### config.mk
export PLATFORM = sky130hd
export DESIGN_NAME = sync_scanout
export DESIGN_NICKNAME = d
export VERILOG_FILES = /design/src/rtl/scan_pkg.sv /design/src/rtl/scan_sync_edge.sv /design/src/rtl/scan_pix_div.sv /design/src/rtl/scan_bitmap.sv /design/src/rtl/sync_scanout.sv
export SDC_FILE = /design/constraint.sdc
export NUM_CORES = 1
export LEC_CHECK = 0
export BUFFER_PORTS_ARGS = -buffer_cell sky130_fd_sc_hd__clkbuf_2
export CORE_AREA = 2 2 94 96
export DETAILED_ROUTE_END_ITERATION = 8
export DIE_AREA = 0 0 96 98
export PLACE_DENSITY = 0.67
export SLEW_MARGIN = 10
export SYNTH_ARGS = -nofsm -noshare
export SYNTH_HDL_FRONTEND = slang
export SYNTH_SLANG_ARGS = --single-unit
### constraint.sdc
create_clock -name clk -period 3.7 [get_ports clk]
set_input_delay 0.185 -clock clk [delete_from_list [all_inputs] [get_ports clk]]
set_output_delay 0.185 -clock clk [all_outputs]
set_load 0.03 [all_outputs]
### src/rtl/scan_pkg.sv
package scan_pkg;

    // pixel-clock phase events from the divider
    typedef struct packed {
        logic rise;
        logic fall;
    } tick_t;

endpackage

### src/rtl/scan_sync_edge.sv
module scan_sync_edge #(
    parameter bit IDLE      = 1'b0,
    parameter bit RISE_EDGE = 1'b1
) (
    input  logic clk,
    input  logic rst_n,
    input  logic async_in,
    output logic lvl_o,
    output logic edge_o
);

    typedef struct packed {
        logic s1;
        logic s2;
        logic s3;
    } chain_t;

    chain_t d, q;

    always_comb begin
        d    = q;
        d.s1 = async_in;
        d.s2 = q.s1;
        d.s3 = q.s2;
    end

    always_ff @(posedge clk or negedge rst_n) begin
        if (!rst_n) q <= '{s1: IDLE, s2: IDLE, s3: IDLE};
        else        q <= d;
    end

    assign lvl_o = q.s3;

    generate
        if (RISE_EDGE) begin : g_rise
            assign edge_o = q.s2 & ~q.s3;
        end else begin : g_fall
            assign edge_o = ~q.s2 & q.s3;
        end
    endgenerate

endmodule

### src/rtl/scan_pix_div.sv
module scan_pix_div
    import scan_pkg::*;
#(
    parameter int DIV_W = 8
) (
    input  logic             clk,
    input  logic             rst_n,
    input  logic [DIV_W-1:0] div_val,
    output tick_t            tick
);

    typedef struct packed {
        logic [DIV_W-1:0] cnt;
        logic             ph;
    } div_t;

    div_t             d, q;
    logic [DIV_W-1:0] limit;
    logic             wrap;

    always_comb begin
        limit     = (div_val == '0) ? '0 : div_val - 1'b1;
        wrap      = (q.cnt >= limit);
        d         = q;
        tick.rise = wrap & ~q.ph;
        tick.fall = wrap & q.ph;
        if (wrap) begin
            d.cnt = '0;
            d.ph  = ~q.ph;
        end else begin
            d.cnt = q.cnt + 1'b1;
        end
    end

    always_ff @(posedge clk or negedge rst_n) begin
        if (!rst_n) q <= '0;
        else        q <= d;
    end

endmodule

### src/rtl/scan_bitmap.sv
module scan_bitmap #(
    parameter int COLS = 10,
    parameter int ROWS = 5,
    localparam int CW    = $clog2(COLS),
    localparam int RW    = $clog2(ROWS),
    localparam int DEPTH = COLS * ROWS,
    localparam int IW    = $clog2(DEPTH)
) (
    input  logic          clk,
    input  logic          rst_n,
    input  logic          we,
    input  logic [CW-1:0] wcol,
    input  logic [RW-1:0] wrow,
    input  logic          wbit,
    input  logic [CW-1:0] rcol,
    input  logic [RW-1:0] rrow,
    output logic          rbit
);

    logic [DEPTH-1:0] mem_d, mem_q;
    logic [IW-1:0]    widx, ridx;
    logic             wok;

    always_comb begin
        widx  = IW'(wrow) * IW'(COLS) + IW'(wcol);
        ridx  = IW'(rrow) * IW'(COLS) + IW'(rcol);
        wok   = (int'(wcol) < COLS) && (int'(wrow) < ROWS);
        mem_d = mem_q;
        if (we && wok) mem_d[widx] = wbit;
        rbit  = mem_q[ridx];
    end

    always_ff @(posedge clk or negedge rst_n) begin
        if (!rst_n) mem_q <= '0;
        else        mem_q <= mem_d;
    end

endmodule

### src/rtl/sync_scanout.sv
module sync_scanout
    import scan_pkg::*;
#(
    parameter int COLS  = 10,
    parameter int ROWS  = 5,
    parameter int DIV_W = 8,
    localparam int CW = $clog2(COLS),
    localparam int RW = $clog2(ROWS)
) (
    input  logic             clk,
    input  logic             rst_n,
    input  logic             sync_in,
    input  logic             scan_rst_n,
    input  logic [DIV_W-1:0] div_val,
    input  logic             wr_en,
    input  logic [CW-1:0]    wr_col,
    input  logic [RW-1:0]    wr_row,
    input  logic             wr_bit,
    output logic             pix_out,
    output logic             pix_clk_out
);

    typedef struct packed {
        logic [CW-1:0] col;
        logic [RW-1:0] row;
        logic          pix;
        logic          gclk;
    } scan_t;

    scan_t d, q;
    tick_t tick;
    logic  sync_lvl, sync_rise;
    logic  grst_lvl, grst_fall, cnt_clear;
    logic  pix_take, rd_bit;
    logic  [CW-1:0] col_q;
    logic  [RW-1:0] row_q;

    scan_sync_edge #(.IDLE(1'b0), .RISE_EDGE(1'b1)) u_sync (
        .clk(clk), .rst_n(rst_n), .async_in(sync_in),
        .lvl_o(sync_lvl), .edge_o(sync_rise)
    );

    scan_sync_edge #(.IDLE(1'b1), .RISE_EDGE(1'b0)) u_grst (
        .clk(clk), .rst_n(rst_n), .async_in(scan_rst_n),
        .lvl_o(grst_lvl), .edge_o(grst_fall)
    );

    scan_pix_div #(.DIV_W(DIV_W)) u_div (
        .clk(clk), .rst_n(rst_n), .div_val(div_val), .tick(tick)
    );

    scan_bitmap #(.COLS(COLS), .ROWS(ROWS)) u_bmp (
        .clk(clk), .rst_n(rst_n),
        .we(wr_en), .wcol(wr_col), .wrow(wr_row), .wbit(wr_bit),
        .rcol(q.col), .rrow(q.row), .rbit(rd_bit)
    );

    always_comb begin
        pix_take  = tick.rise & sync_lvl;
        cnt_clear = grst_fall | ~grst_lvl;
        d         = q;

        if (sync_rise)
            d.row = (q.row == RW'(ROWS - 1)) ? '0 : q.row + 1'b1;

        if (pix_take) begin
            d.col = (q.col == CW'(COLS - 1)) ? '0 : q.col + 1'b1;
            d.pix = rd_bit;
        end

        if (cnt_clear) begin
            d.col = '0;
            d.row = '0;
        end

        if (!sync_lvl)      d.gclk = 1'b0;
        else if (tick.rise) d.gclk = 1'b1;
        else if (tick.fall) d.gclk = 1'b0;
    end

    always_ff @(posedge clk or negedge rst_n) begin
        if (!rst_n) q <= '0;
        else        q <= d;
    end

    assign col_q       = q.col;
    assign row_q       = q.row;
    assign pix_out     = q.pix;
    assign pix_clk_out = q.gclk;

endmodule

# Word level (Yosys, flattened, before mapping)
# Index checks and enable logic that the tools add are counted.
[totals]
regBits = 74
output_inout_bits = 2
wordCells = 61
[classes]
addsub = 6
n_mul = 2
magnitude_cmp = 6
eq_ne = 3
n_mux = 15
n_bitwise = 10
n_reduce_logical = 6
[ops]
columns = ["cell", "n"]
rows = [
  ["bitwise mux 50 bit", 1],
  ["2-to-1 mux 8 bit", 2],
  ["less-than comparator 6 x 7 -> 1 bit (second input constant)", 2],
  ["adder 6 x 4 -> 6 bit", 2],
  ["multiplier 3 x 3 -> 5 bit (second input constant)", 2],
  ["adder 8 x 1 -> 8 bit (second input constant)", 1],
  [">= comparator 8 bit", 1],
  ["zero test 8 bit", 1],
  ["2-to-1 mux 4 bit", 2],
  ["subtractor 8 x 1 -> 8 bit (second input constant)", 1],
  ["2-to-1 mux 7 bit", 1],
  ["binary-select mux 1 bit (select 6 bit)", 1],
  ["demux 1 bit (select 6 bit)", 1],
  [">= comparator 6 x 1 -> 1 bit (second input constant)", 1],
  ["2-to-1 mux 3 bit", 2],
  ["bitwise AND 1 bit", 5],
  ["2-to-1 mux 1 bit", 5],
  ["adder 4 x 1 -> 4 bit (second input constant)", 1],
  ["equality test 4 bit (second input constant)", 1],
  ["less-than comparator 4 bit (second input constant)", 1],
  ["NOT 1 bit", 4],
  ["nonzero test 2 bit", 2],
  ["adder 3 x 1 -> 3 bit (second input constant)", 1],
  ["equality test 3 bit (second input constant)", 1],
  ["4 further kinds", 6],
]

# Depth between registers and ports, before layout
[depth]
ltp_word = 7
mapped_depth = 12
depth_no_buf = 12

# Hierarchy
# A second synthesis with hierarchy kept.
[hier_totals]
cells_unflattened = 386
area_unflattened_um2 = 4360.4
[by_module_without_submodules]
columns = ["module", "instances", "cells_per_inst", "area_each_um2", "seq_area_each_um2"]
rows = [
  ["scan_bitmap", 1, 249, 2967.8, 1251.2],
  ["scan_pix_div", 1, 82, 740.7, 225.2],
  ["sync_scanout", 1, 47, 470.5, 225.2],
  ["scan_sync_edge (u_grst)", 1, 4, 92.6, 78.8],
  ["scan_sync_edge (u_sync)", 1, 4, 88.8, 75.1],
]

# Worst setup path after synthesis
# No wires, ideal clock.
[synth_timing]
kind = "input to register"
startpoint = "in div_val[5]"
endpoint = "reg q, in the netlist col_q[3]"
arrival_time_ps = 3015
path_slack_ps = 603
path_stages = 10
path_cell_list = "or4_1 or4_1 and2_1 ha_1 nand2b_1 a2111oi_1 o41ai_4 nand2_2 or4b_1 a31oi_1"
[synth_between]
elab_chain_cells = 6
word_cells_on_any_way = 7
[synth_lines]
columns = ["item", "line", "text"]
rows = [
  ["start, declared", "sync_scanout.sv:14", "input logic [DIV_W-1:0] div_val,"],
  ["subtractor 8 x 1 -> 8 bit / zero test 8 bit (equally long branches)", "scan_pix_div.sv:22", "limit = (div_val == '0) ? '0 : div_val - 1'b1;"],
  ["2-to-1 mux 8 bit (*)", "scan_pix_div.sv:22", ""],
  [">= comparator 8 bit (*)", "scan_pix_div.sv:23", "wrap = (q.cnt >= limit);"],
  ["bitwise AND 1 bit (*)", "scan_pix_div.sv:25", "tick.rise = wrap & ~q.ph;"],
  ["bitwise AND 1 bit (*)", "sync_scanout.sv:59", "pix_take = tick.rise & sync_lvl;"],
  ["nonzero test 2 bit (no line) (*)", "-", ""],
  ["end signal, assigned", "sync_scanout.sv:82", "if (!rst_n) q <= '0;"],
  ["end signal, assigned", "sync_scanout.sv:83", "else q <= d;"],
  ["end, declared", "sync_scanout.sv:30", "scan_t d, q;"],
]
# Every way passes the cells marked *; elsewhere a longest branch is shown, timed or not.
# A chain may end at the register's enable or synchronous reset.

# Worst setup path in the final report
# Ends and elaborated chain as after synthesis.

==> flow_results.org <==
** Run status
- Outcome :: finished clean

** STA
- Fin. max-slew vios :: 0
- Post-layout min period :: 3.10 ns
- Achievable Freq :: 323 MHz
- Setup repair after global routing left no endpoint under its margin.
- Setup Skew :: 0.0139 ns
- The tightest hold path in the finished design has a slack of 0.367 ns.
- Final worst-path cycle share :: 83.7%
- Count of endpoints failing hold in the final timing report :: 0
- Transition time of the tightest slew-check pin :: 1.04 ns
- Accumulated negative setup slack :: 0 ns
- Final setup violation count :: 0
- Rel. slew slack :: 30.4%
- Setup slack after layout :: 0.602 ns

** Floorplan
- Placeable core area :: 0.00847 mm2
- Vertical extent of the die :: 98 um
- The floorplan step defined a die boundary enclosing 0.00941 mm2.
- For this design the top-level I/O count stands at 23.
- For this configuration, the core starts out at a cell density of 52.3%.
- FP Rows :: 34
- Width of the die :: 96 um

** Cells and area
- Relative to the synthesized area, the layout overhead comes to 9.76%.
- Number of inserted diodes :: 0
- Cells with a size suffix above 1 make up 26.0% of the layout.
- The final layout contains 458 nets.
- Post-route non-filler standard cell count :: 524
- Finished layout cell area :: 0.00486 mm2
- The filler cells instantiated in the layout total 712.
- Cells fill 57.4% of the core in the end.

** Placed design
- After detailed placement, the total cell area comes to 0.00462 mm2.
- Post-placement worst setup slack :: 0.202 ns
- The congestion estimate from routability-driven global placement came to 0.791.
- Detailed placement ended at an HPWL of 5.81 mm.
- Port bufs :: 22
- Number of instances in the placed design :: 505

** Worst setup path
- Beginning of the critical path :: div_val[5]
- The critical path goes through clkbuf_2 -> or4_1 -> or4_1 -> and2_1 -> ha_1 -> nand2b_1 -> a2111oi_1 -> o41ai_4 -> nand2_2 -> or4b_1 -> a31oi_1.
- Endpoint of the lowest-slack register-to-register path :: pix_out
- Delay contributed by the slowest stage of the critical path :: 0.55 ns
- Type of the worst setup path :: in -> reg
- Bufs and invs on worst path :: 1
- FF-to-FF setup slack :: 1.15 ns
- The critical path runs through a total of 11 cells.
- Data arrival time at the worst-slack endpoint :: 3.37 ns
- Kind of cell adding the most delay to the critical path :: simple AND/OR/NAND/NOR gates
- STA classifies the critical path endpoint as a register.
- Counting stages on the worst path, the most repeated cell is or4_1.
- WP data required :: 3.97 ns
- Termination of the worst setup path :: col_q[3]
- The worst register-to-register path has a depth of 7.
- Maximum fanout encountered on the critical timing path :: 9
- Standard cell with the maximum stage delay on the critical path :: or4_1
- Critical Path Source Type :: input port
- Source of the worst register-to-register timing path :: row_q[0]

** Yosys
- Number of synthesized flops with an enable pin :: 0
- In this run the mean area of a mapped cell was 11.5 um2.
- The synthesized netlist occupies a cell area of 0.00442 mm2.
- Sequential cells were found to cover 41.9% of the synthesized design area.
- Synth Net Count :: 432
- After synthesis, the netlist uses 55 different library cells.
- Syn. warnings :: 0
- Async S/R FF share, synth :: 100%
- Counting every instance in the synthesized netlist gives 385.
- Most instantiated flip-flop cell in the synthesis netlist :: dfrtp_1
- Flip-flop and latch count after synthesis :: 74

** Clock tree
- Clock buffer depth :: 2
- Insertion delay to the later sink of the worst-skew pair :: 0.35 ns
- The number of clock buffers added by TritonCTS is 9.
- For this design, the CTS-stage hold fixing added 3 buffers.
- The H-tree was split into 3 levels.
- Resized Gates After CTS :: 0
- After clock tree synthesis, the clock-pin slew on the worst setup and hold paths is 0.08 ns.
- TritonCTS built the clock tree.
- Clk sink count :: 74
- Post-CTS Repair Setup Buffers :: 0
- Clock tree synthesis selected as its root buffer the cell clkbuf_8.

** Route
- The routed design uses 181 um of met3 wire.
- For this run, design rule violations remaining after detail routing come to 0.
- After the first detailed-routing iteration, the DRC count stood at 95.
- Routed vias/inst :: 5.51
- Length of the first detailed-routing pass in iterations :: 5
- In the final routed layout, each cell accounts on average for 15.6 um.
- After detailed routing, the met2 layer carries 4.05 mm of wire.
- Top routing layer in use :: met4
- After detailed routing, the total wire length is 8.20 mm.
- Total number of vias :: 2,886
- Post-detailed-route count of antenna-violating nets :: 0
- Wl on met1 :: 3.84 mm

** Global route
- Global routing consumed, over all layers together, 19.5% of the routing resources.
- Largest net degree at the start of global routing :: 75
- The number of global-route vias before repair is 2,963.
- Global-route wire length before repair :: 14.2 mm
- Number of antenna violations at the first check in global routing :: 0
- For this run the aggregate overflow at the end of global routing stands at 0.

** Pwr
- VDD sags by at most 0.242 mV.
- In this run the static leakage power is 2.21 nW.
- Power spread over the standard cell area amounts to 460 mW/mm2.
- Total power of the final layout :: 2.23 mW

** Worst hold path
- Type of the worst min-delay path :: reg -> reg

** Job
- Max_cap viols :: 0
[Yosys cell counts, types with 2 or more instances]
library cell / number / share of area [%]
a211o_1: 2 / 0.40
a211oi_1: 3 / 0.51
a21o_1: 2 / 0.34
a21oi_1: 11 / 1.2
and3_1: 2 / 0.28
buf_2: 2 / 0.23
clkbuf_1: 7 / 0.59
dfrtp_1: 71 / 40
dfstp_2: 3 / 1.8
fa_1: 2 / 0.91
ha_1: 24 / 6.8
inv_1: 8 / 0.68
mux2_1: 19 / 4.8
mux2_2: 33 / 8.4
mux2i_1: 6 / 1.4
mux4_2: 12 / 6.1
nand2_1: 35 / 3.0
nand2b_1: 5 / 0.71
nand3_1: 8 / 0.91
nand3_4: 2 / 0.79
nand3b_1: 2 / 0.34
nand3b_4: 2 / 0.91
nor2_1: 55 / 4.7
nor2b_1: 4 / 0.57
nor3_1: 6 / 0.68
nor3_2: 2 / 0.45
nor3_4: 2 / 0.74
o21a_1: 2 / 0.34
o21ai_0: 4 / 0.45
or2_2: 3 / 0.42
or3_1: 7 / 0.99
or4_1: 2 / 0.34
xnor2_1: 7 / 1.4
xor2_1: 9 / 1.8
[where the power goes]
part / total, mW / internal (mW) / switching [mW]
logic: 0.542 / 0.254 / 0.287
registers: 1.05 / 0.949 / 0.102
clock network: 0.641 / 0.317 / 0.324
[per-layer routing]
| layer | vias to the layer above | GRT usage [%] |
|---|---|---|
| met2 | 38 | 31.1 |
| met4 | 0 | 7.69 |
| met5 | - | 0 |
| li1 | 1413 | - |
| met1 | 1425 | 26.0 |
| met3 | 10 | 3.94 |
[how the worst min path moves through the flow]
stage	start	to	slack [ns]	cells after the start
2_1_floorplan	rst_n	col_q[0]	-0.11	0
3_3_place_gp	scan_rst_n	u_grst.d[1]	0.28	1
3_5_place_dp	scan_rst_n	u_grst.d[1]	0.28	1
4_1_cts	u_grst.d[1]	u_grst.d[0]	0.37	0
5_1_grt	u_grst.d[1]	u_grst.d[0]	0.37	0
6_report	u_sync.d[1]	u_sync.d[0]	0.37	0
[layout make-up]
class | instances | area, um2 | area share (%)
Sequential cell | 74 | 1860 | 38.2
Clock buffer | 9 | 124 | 2.55
Tap cell | 108 | 135 | 2.78
Multi-Input combinational cell | 292 | 2480 | 51.1
Clock inverter | 7 | 77.6 | 1.60
Inverter | 8 | 30.0 | 0.618
Timing Repair Buffer | 26 | 150 | 3.09
[cell families (layout without fill, tap and decap cells)]
logic type | Yosys count | in the layout | synth area share [%]
AND/OR/NAND/NOR | 144 | 144 | 17.2
AO/OA/AOI/OAI | 32 | 32 | 5.43
flip-flops | 74 | 74 | 41.9
adder cells (fa/ha/maj) | 26 | 26 | 7.69
multiplexers | 70 | 70 | 20.7
XOR/XNOR | 20 | 20 | 5.15
buffers and inverters | 19 | 50 | 1.92
[registers in the layout (all words and copies together) (netlist names)]
| register | flops |
|---|---|
| u_grst.d | 2 |
| pix_out | 1 |
| row_q | 3 |
| u_sync.d | 2 |
| u_div.q | 9 |
| u_sync.lvl_o | 1 |
| u_bmp.mem_q | 50 |
| u_grst.lvl_o | 1 |
| pix_clk_out | 1 |
| col_q | 4 |
[layout by cell type, fill, tap and decap left out, drive strengths merged, types with 2 or more instances in the layout]
cell type,instances
ha,24
nor2b,5
a211oi,3
nand2b,5
or2,3
fa,2
a21o,2
nor3,10
dfrtp,71
mux2,52
o21a,2
o41ai,2
a211o,2
and3,2
inv,10
or3,8
buf,2
mux2i,6
nand3b,4
mux4,12
or4,2
nand3,10
dlygate4sd3,3
clkinv,3
nor2,55
a21oi,12
xor2,11
dfstp,3
nand2,36
clkbuf,30
xnor2,9
o21ai,4
(Power assumes the default switching activity.)
